<file path="src/rtl/lac_pkg.sv">
package lac_pkg;

   // register control bundle shared by every bit
   typedef struct packed {
      logic ce;
      logic sclr;
      logic sload;
   } lac_ctl_t;

   // pick one mask bit; a is the least significant index bit
   function automatic logic lut_pick(input logic [15:0] m,
                                     input logic a, input logic b,
                                     input logic c, input logic d);
      return m[{d, c, b, a}];
   endfunction

endpackage

</file>
<file path="src/rtl/lac_lut4.sv">
module lac_lut4 #(
   parameter logic [15:0] MASK = 16'h0000
) (
   input  logic a,
   input  logic b,
   input  logic c,
   input  logic d,
   output logic y
);
   always_comb y = lac_pkg::lut_pick(MASK, a, b, c, d);
endmodule

</file>
<file path="src/rtl/lac_fa.sv">
module lac_fa (
   input  logic x,
   input  logic y,
   input  logic ci,
   output logic s,
   output logic co
);
   logic p;
   always_comb begin
      p  = x ^ y;
      s  = p ^ ci;
      co = (x & y) | (ci & p);
   end
endmodule

</file>
<file path="src/rtl/lac_reg.sv">
module lac_reg #(
   parameter bit USE_CLR = 1'b1,
   parameter bit USE_LD  = 1'b1
) (
   input  logic             clk,
   input  logic             rst_n,
   input  lac_pkg::lac_ctl_t ctl,
   input  logic             d,
   input  logic             ld,
   output logic             q
);
   always_ff @(posedge clk or negedge rst_n) begin
      if (!rst_n)
         q <= 1'b0;
      else if (ctl.ce) begin
         if (USE_CLR && ctl.sclr)
            q <= 1'b0;
         else if (USE_LD && ctl.sload)
            q <= ld;
         else
            q <= d;
      end
   end
endmodule

</file>
<file path="src/rtl/lac_cell.sv">
module lac_cell #(
   parameter logic [15:0] MASK_X   = 16'hF0F0,
   parameter logic [15:0] MASK_Y   = 16'h4488,
   parameter bit          FEEDBACK = 1'b0,
   parameter logic [1:0]  CLR_USE  = 2'b11,
   parameter logic [1:0]  LD_USE   = 2'b11
) (
   input  logic              clk,
   input  logic              rst_n,
   input  logic              sh_a,
   input  logic              sh_b,
   input  logic              cin,
   input  logic [1:0]        px,
   input  logic [1:0]        py,
   input  lac_pkg::lac_ctl_t ctl,
   input  logic [1:0]        ldv,
   output logic [1:0]        sum,
   output logic [1:0]        q,
   output logic              cout,
   output logic [1:0]        fx,
   output logic [1:0]        fy
);
   localparam int NBIT = 2;

   logic [NBIT:0] cy;
   assign cy[0] = cin;
   assign cout  = cy[NBIT];

   for (genvar k = 0; k < NBIT; k++) begin : g_bit
      logic dc;
      if (FEEDBACK) begin : g_fb
         assign dc = q[k];
      end else begin : g_ext
         assign dc = px[k];
      end

      lac_lut4 #(.MASK(MASK_X)) u_lx (
         .a(sh_a), .b(sh_b), .c(dc), .d(py[k]), .y(fx[k]));
      lac_lut4 #(.MASK(MASK_Y)) u_ly (
         .a(sh_a), .b(sh_b), .c(dc), .d(py[k]), .y(fy[k]));

      lac_fa u_fa (
         .x(fx[k]), .y(fy[k]), .ci(cy[k]), .s(sum[k]), .co(cy[k+1]));

      lac_reg #(.USE_CLR(CLR_USE[k]), .USE_LD(LD_USE[k])) u_rg (
         .clk(clk), .rst_n(rst_n), .ctl(ctl),
         .d(sum[k]), .ld(ldv[k]), .q(q[k]));
   end
endmodule

</file>
<file path="src/rtl/lutadd_chain.sv">
module lutadd_chain #(
   parameter int                  NCELL    = 8,
   parameter logic [15:0]         MASK_X   = 16'hF0F0,
   parameter logic [15:0]         MASK_Y   = 16'h4488,
   parameter bit                  FEEDBACK = 1'b0,
   parameter logic [2*NCELL-1:0]  CLR_USE  = '1,
   parameter logic [2*NCELL-1:0]  LD_USE   = '1
) (
   input  logic                 clk,
   input  logic                 rst_n,
   input  logic                 dat_a,
   input  logic                 dat_b,
   input  logic                 cin,
   input  logic [2*NCELL-1:0]   opx,
   input  logic [2*NCELL-1:0]   opy,
   input  logic                 ce,
   input  logic                 sclr,
   input  logic                 sload,
   input  logic [2*NCELL-1:0]   load_val,
   output logic [2*NCELL-1:0]   sum,
   output logic [2*NCELL-1:0]   q,
   output logic                 cout,
   output logic [2*NCELL-1:0]   fx,
   output logic [2*NCELL-1:0]   fy
);
   localparam int W = 2 * NCELL;

   if (NCELL < 1) begin : g_bad_ncell
      $error("lutadd_chain: NCELL must be at least 1");
   end

   lac_pkg::lac_ctl_t ctl;
   assign ctl = '{ce: ce, sclr: sclr, sload: sload};

   logic [NCELL:0] cc;
   assign cc[0] = cin;
   assign cout  = cc[NCELL];

   for (genvar i = 0; i < NCELL; i++) begin : g_cell
      lac_cell #(
         .MASK_X  (MASK_X),
         .MASK_Y  (MASK_Y),
         .FEEDBACK(FEEDBACK),
         .CLR_USE (CLR_USE[2*i +: 2]),
         .LD_USE  (LD_USE[2*i +: 2])
      ) u_cell (
         .clk  (clk),
         .rst_n(rst_n),
         .sh_a (dat_a),
         .sh_b (dat_b),
         .cin  (cc[i]),
         .px   (opx[2*i +: 2]),
         .py   (opy[2*i +: 2]),
         .ctl  (ctl),
         .ldv  (load_val[2*i +: 2]),
         .sum  (sum[2*i +: 2]),
         .q    (q[2*i +: 2]),
         .cout (cc[i+1]),
         .fx   (fx[2*i +: 2]),
         .fy   (fy[2*i +: 2])
      );
   end
endmodule

</file>
<file path="config.mk">
export PLATFORM = sky130hd
export DESIGN_NAME = lutadd_chain
export DESIGN_NICKNAME = d
export VERILOG_FILES = /design/src/rtl/lac_pkg.sv /design/src/rtl/lac_lut4.sv /design/src/rtl/lac_fa.sv /design/src/rtl/lac_reg.sv /design/src/rtl/lac_cell.sv /design/src/rtl/lutadd_chain.sv
export SDC_FILE = /design/constraint.sdc
export NUM_CORES = 1
export LEC_CHECK = 0
export CAP_MARGIN = 10
export CORE_ASPECT_RATIO = 1.75
export CORE_MARGIN = 2
export CORE_UTILIZATION = 28
export CTS_CLUSTER_SIZE = 30
export DETAILED_ROUTE_END_ITERATION = 10
export DONT_BUFFER_PORTS = 1
export GPL_TIMING_DRIVEN = 0
export PLACE_DENSITY = 0.38
export SLEW_MARGIN = 20
export SYNTH_ARGS = -nofsm -noshare
export SYNTH_HDL_FRONTEND = slang
export SYNTH_SLANG_ARGS = --single-unit
</file>
<file path="constraint.sdc">
create_clock -name clk -period 20.1 [get_ports clk]
set_input_delay 2.01 -clock clk [delete_from_list [all_inputs] [get_ports clk]]
set_output_delay 2.01 -clock clk [all_outputs]
set_load 0.01 [all_outputs]
</file>
Word-level counts from Yosys, hierarchy flattened
Memory sizes are Yosys's and may differ from the RTL's.
Cells that the tools add are included.
Storage, ports and cells
  memory bits (read-only): 512
  output and inout port bits: 65
  latch bits: 0
  memories: 32
  RAM bits: 0
  bits in registers: 16
Memories
  (name not given): words 16, width 1, read ports 1, clocked after Yosys merged registers in 0, write ports 0, RTL line lac_pkg.sv:14  | return m[{d, c, b, a}];
  (name not given): words 16, width 1, read ports 1, clocked after Yosys merged registers in 0, write ports 0, RTL line lac_pkg.sv:14
  (name not given): words 16, width 1, read ports 1, clocked after Yosys merged registers in 0, write ports 0, RTL line lac_pkg.sv:14
  (name not given): words 16, width 1, read ports 1, clocked after Yosys merged registers in 0, write ports 0, RTL line lac_pkg.sv:14
  (name not given): words 16, width 1, read ports 1, clocked after Yosys merged registers in 0, write ports 0, RTL line lac_pkg.sv:14
  (name not given): words 16, width 1, read ports 1, clocked after Yosys merged registers in 0, write ports 0, RTL line lac_pkg.sv:14
  26 more memories
Operators by class
  add/sub/neg operators: 0
  divide/modulo/power cells: 0
  $lt $le $gt $ge: 16
  shift-type cells: 0
  eq/ne operators: 0
  bitwise gates (word level): 80
  multipliers: 0
  multiplexer cells: 64
  reduce and logical (&&, ||, !) cells: 0
Operators by type and width (count)
  less-than comparator 4 x 5 -> 1 bit (second input constant): 16
  two-way mux 1 bit: 64
  AND 1 bit: 32
  bitwise XOR 1 bit: 32
  bitwise OR 1 bit: 16

Logic depth before layout (Yosys ltp)
  depth in word-level cells: 36
  gate-level depth with buffers: 24

Modules after synthesis
Synthesis repeated with hierarchy kept, for this count alone.
Unflattened totals
  cell total of the unflattened synthesis: 144
  area total of the unflattened synthesis: 1501.4 um^2
Modules (own cells, without submodules)
  lac_reg: area each 51.3 um^2, cells an instance 5, instances 16, sequential area each 25.0 um^2
  lac_fa: area each 20.0 um^2, cells an instance 1, instances 16, sequential area each 0.0 um^2
  lac_lut4 (g_cell[0].u_cell.g_bit[0].u_ly ...): area each 15.0 um^2, cells an instance 2, instances 16, sequential area each 0.0 um^2
  lac_lut4 (g_cell[0].u_cell.g_bit[0].u_lx ...): area each 7.5 um^2, cells an instance 1, instances 16, sequential area each 0.0 um^2

Worst setup path after synthesis
Ideal clock, no wire load.
  kind: input to output
  from: in dat_a
  to: out sum[15]
  data required time: 18090 ps
  arrival: 8613 ps
  path buffers: 3
  stages on the path: 22
  setup slack: 9477 ps
  path through: buf_6 -> buf_8 -> xor2_1 -> and2_1 -> fa_1 -> fa_1 -> fa_1 -> fa_1 -> fa_1 -> fa_1 -> fa_1 -> fa_1 -> fa_1 -> fa_1 -> fa_1 -> fa_1 -> fa_1 -> inv_1 -> fa_1 -> inv_1 -> fa_1 -> buf_4
Between the ends
  elaborated cells between the ends (all ways): 126
RTL lines
  start, declared: RTL line lutadd_chain.sv:11  | input logic dat_a,
  memory (16 x 1 bit) *
  two-way mux 1 bit (not written as such) *: RTL line lac_pkg.sv:14
  net g_cell[0].u_cell.g_bit[1].u_fa.y: RTL line lac_fa.sv:3  | input logic y,
  bitwise XOR 1 bit: RTL line lac_fa.sv:10  | p = x ^ y;
  AND 1 bit: RTL line lac_fa.sv:12  | co = (x & y) | (ci & p);
  bitwise OR 1 bit *: RTL line lac_fa.sv:12
  AND 1 bit *: RTL line lac_fa.sv:12
  bitwise OR 1 bit *: RTL line lac_fa.sv:12
  (+17 left out)
  bitwise OR 1 bit *: RTL line lac_fa.sv:12
  AND 1 bit *: RTL line lac_fa.sv:12
  bitwise OR 1 bit *: RTL line lac_fa.sv:12
  AND 1 bit *: RTL line lac_fa.sv:12
  bitwise OR 1 bit *: RTL line lac_fa.sv:12
  AND 1 bit *: RTL line lac_fa.sv:12
  bitwise OR 1 bit *: RTL line lac_fa.sv:12
  bitwise XOR 1 bit *: RTL line lac_fa.sv:11  | s = p ^ ci;
  end, declared: RTL line lutadd_chain.sv:20  | output logic [2*NCELL-1:0] sum,
Mark *: on every way through the listed nets, which the timed path passes. The rest lies on a longest branch. The select of a mux whose other input is x is not followed.

Worst setup path after layout
  from: in dat_a
  to: out sum[15]
Between the ends
  word-level cells in the longest chain between the ends: 34
  elaborated cells between the ends (all ways): 126
RTL lines (RTL line)
  memory (16 x 1 bit)
  two-way mux 1 bit (not written as such): lac_pkg.sv:14
  bitwise XOR 1 bit: lac_fa.sv:10
  AND 1 bit: lac_fa.sv:12
  bitwise OR 1 bit: lac_fa.sv:12
  AND 1 bit: lac_fa.sv:12
  bitwise OR 1 bit: lac_fa.sv:12
  AND 1 bit: lac_fa.sv:12
  (+18 left out)
  bitwise OR 1 bit: lac_fa.sv:12
  AND 1 bit: lac_fa.sv:12
  bitwise OR 1 bit: lac_fa.sv:12
  AND 1 bit: lac_fa.sv:12
  bitwise OR 1 bit: lac_fa.sv:12
  AND 1 bit: lac_fa.sv:12
  bitwise OR 1 bit: lac_fa.sv:12
  bitwise XOR 1 bit *: lac_fa.sv:11
Every way passes the cells marked *; elsewhere a longest branch is shown, timed or not. The select of a mux whose other input is x is not followed.

==> impl_summary.md <==
Timing
The sum of negative setup slack is 0 ns. For the pin with the worst max-slew slack, the measured transition is 0.380 ns. The final number of max-transition violations came to 0. The headroom to the max-slew limit is ~75%. The final-report hold violation count was 0.

The final cycle utilization of the critical path is 54.3%. Setup slack on the critical path of the routed design comes to 9.19 ns. The number of failing setup endpoints in the final timing report is 0.

The fmax is 91.7 MHz. The clock period minus worst slack is 10.91 ns. Setup repair after global routing left no endpoint under its margin.

For the final database, setup skew stands at 0 ns.

Power
The maximum VDD drop is 0.0223 mV. The analysis attributes to cell leakage a power of 1.08 nW. Dividing total power by cell area gives a power density of 69.7 mW/mm².

The completed layout was analyzed and its total power is between 100 and 150 µW.

Finish
The finished layout holds approximately 290 standard cells, fillers aside. The total of fill cells in the finished design is just over 700. g_cell.u_cell.g_bit.u_rg.q holds more flip-flops than any other register.

The post-route netlist has between 30% and 40% of its cells at a drive strength greater than 1. Cells fill between 30% and 40% of the core in the end. The number of flip-flops under the largest register name is 16. The largest registers in the layout are g_cell.u_cell.g_bit.u_rg.q (16). Relative to the synthesized area, the layout overhead comes to 10.1%. The antenna diode count is 0. The net count of the finished layout is about 280.

Clocking
The longest clock path from root to sink contains 2 buffers. The total number of H-tree levels is 1. Counting every sink on the clock net gives 16. The number of clock buffers inserted by TritonCTS is 3. After clock tree synthesis, the setup repair step added 0 buffers. The source-to-sink clock delay at the later pin of the worst-skew pair is roughly 0.25 ns. Gates resized during post-CTS repair numbered 0. TritonCTS built the clock tree. After clock tree synthesis, the clock-pin slew on the worst setup and hold paths is approximately 0.050 ns. The count of hold-fix buffers inserted at cts is 0. The root buffer cell chosen for the clock tree is clkbuf_16.

Synth
Ranked by total cell area, the synthesized netlist is headed by buf_4 (25%), dfrtp_1 (21%), fa_1 (17%). The total number of yosys warnings is 0. Synthesis handed over a netlist of roughly 200 instances. After synthesis, the largest area contributor takes up 24.9% of total cell area.

The synthesized net count is 270. The register bit count reported by yosys is 16. The dominant combinational cell family by area after synthesis is buffers and inverters. The synthesized netlist devotes between 10% and 20% of its cell area to adder and majority cells. The biggest area contributor in the post-synthesis netlist is buf_4.

Sequential cells were found to cover ~21% of the synthesized design area. The fraction of synthesized cell area in xor and xnor cells is between 7 and 8%. The share of cell area taken by muxes after synthesis is a little over 7%.

The compound-gate portion of the synthesized area is between 6 and 7%. Summing the areas of all and, or, nand and nor instances in the mapped netlist gives between 7 and 8% of the synthesized area. Averaged over all synthesized cells, the footprint is between 9 and 10 µm².

Summing every instance area after synthesis gives 0.00193 mm². After synthesis, the netlist uses 16 different library cells.

Hold path
The worst hold path begins at g_cell[2].u_cell.g_bit[0].u_rg.q. The class of the tightest hold or removal check is register to register.

Worst setup path
Data on the critical path arrives at its endpoint at around 9 ns. The cell family with the largest share of critical-path delay is adder cells. The critical path class is input port to output port. On the worst path, the slowest cell contributes a delay of ~0.50 ns. The cell that appears most often on the critical path is fa_1. The critical path goes through buf_6, xor2_1, nand2_1, fa_1, inv_1, fa_1, fa_1, fa_1, fa_1, fa_1, fa_1, fa_1, fa_1, fa_1, fa_1, fa_1, fa_1, fa_1, inv_1, fa_1, inv_1, fa_1, buf_4. The largest driver fanout on the critical path is 7. The total buffers and inverters traversed by the critical path is 5. The launching point of the worst reg2reg path is g_cell[3].u_cell.g_bit[0].u_rg.q.

STA classifies the critical path startpoint as an input port. The library cell contributing the largest single delay on the critical path is fa_1. STA puts the critical path data required time at ~18 ns. The worst setup path is captured at an output port.

The launching element of the worst setup path is dat_a.

Status
The flow ran to the end, and the final reports show no timing, DRC or antenna violations.

Detailed routing
The number of search-and-repair iterations in the first detailed-routing pass is 2. The total vias in the final route is 1167. The number of violations reported at the end of detailed-routing iteration 0 is 16. For this block, the routed nets add up to 4.42 mm of wire. The detail route stage leaves a number of antenna-violating nets equal to 0. The DRC violation count after routing is 0. After detailed routing, the average wire length per cell comes to around 15 µm. Using the TritonRoute via totals, the vias-per-cell ratio works out to approximately 4.1.

Global routing
Global routing used between 10% and 20% of the available tracks. The number of antenna violations at the first check in global routing is 0. The via count of the first global-routing pass is around 1300. The maximum number of pins on one net before global-route repair is 17. The first-pass GRT wire length is approximately 6.8 mm. After global routing the overflow that remains totals 0.

Place
During placement, the flow inserted port buffers numbering 0. The detailed placer's ending HPWL is between 3 and 4 mm. The number of instances in the placed design is 282.

At the end of routability-driven placement, the weighted congestion stood at roughly 0.72. OpenSTA, run right after detailed placement, puts the worst setup slack at 9.08 ns.

Floorplan
In this run the core area contains 40 standard-cell rows. From bottom edge to top edge, the die measures roughly 110 µm. The die width is ~67 µm. In this run the count of I/O pins placed on the die edge is between 100 and 150. Once the floorplan was initialized, standard cells occupied 28.6% of the core.

The die area is approximately 0.0076 mm². The core outline area is 0.00676 mm².

Job
The number of max-cap violations is 0.
==> layout by cell type (no fill, tap or decap), drive strengths merged <==
cell type and instances:
xor2 16, nand2 2, o22ai 14, dfrtp 16, fa 16, o32ai 2, nor2b 4, and2 16
nand2b 1, mux2i 14, clkbuf 5, buf 72, inv 24
==> stage by stage <==
stage	area, µm²	hold WS, ns
after floorplan	1930	0.506
after global placement	2030	0.518
after detailed placement	2030	0.522
after CTS	2120	0.530
after global routing	2120	0.557
final	2120	0.526
==> cell families after synthesis <==
logic type / Yosys count
buf+inv: 97
fa+ha+maj: 16
simple gates: 23
flops: 16
compound gates: 16
xor+xnor: 16
mux: 14
==> final cells by class <==
class / count / area, µm² / area share [%]
multi-input cells: 85 / 867 / 40.8
plain buffers: 73 / 572 / 26.9
flip-flops and latches: 16 / 400 / 18.9
well taps: 84 / 105 / 4.95
inverters: 24 / 90.1 / 4.24
clock buffers: 4 / 88.8 / 4.18
==> routing by layer <==
| metal | GRT usage (%) | part of all wire, % | vias up |
|---|---|---|---|
| met2 | 22.5 | 58 | 64 |
| li1 | - | - | 560 |
| met1 | 12.7 | 34 | 539 |
| met4 | 4.08 | 1.4 | 0 |
| met3 | 1.78 | 6.7 | 4 |
| met5 | 0 | 0 | - |
==> power by group <==
part,switching [mW],internal [mW]
Clock,0.0129,0.0302
Sequential,0.00222,0.0363
Combinational,0.0316,0.0349
Total,0.0466,0.101
==> worst min-delay path, stage by stage, from the launching register on <==
cell and delay (ns):
dfrtp_1 0.37, inv_1 0.05, o22ai_1 0.06
==> synth_stat cells <==
cell	instances
nand2b_4	1
and2_1	16
dfrtp_1	16
buf_8	1
o32ai_2	2
fa_1	16
mux2i_1	14
buf_6	6
xor2_1	16
nor2b_1	4
buf_2	1
nand2_1	2
clkbuf_1	1
buf_4	64
o22ai_1	14
inv_1	24
==> path summary, 6_finish.rpt <==
| check | endpoint | slack, ns | depth (start not counted) |
|---|---|---|---|
| max in group asynchronous | g_cell[3].u_cell.g_bit[1].u_rg.q | 18.57 | 0 |
| min | g_cell[2].u_cell.g_bit[0].u_rg.q | 0.53 | 2 |
| min reg2reg | g_cell[2].u_cell.g_bit[0].u_rg.q | 0.53 | 2 |
| min in group asynchronous | g_cell[0].u_cell.g_bit[0].u_rg.q | 1.45 | 0 |
| max | sum[15] | 9.19 | 23 |
| max reg2reg | g_cell[3].u_cell.g_bit[0].u_rg.q | 19.47 | 2 |
Note: power is estimated with default switching activity, not from simulation.
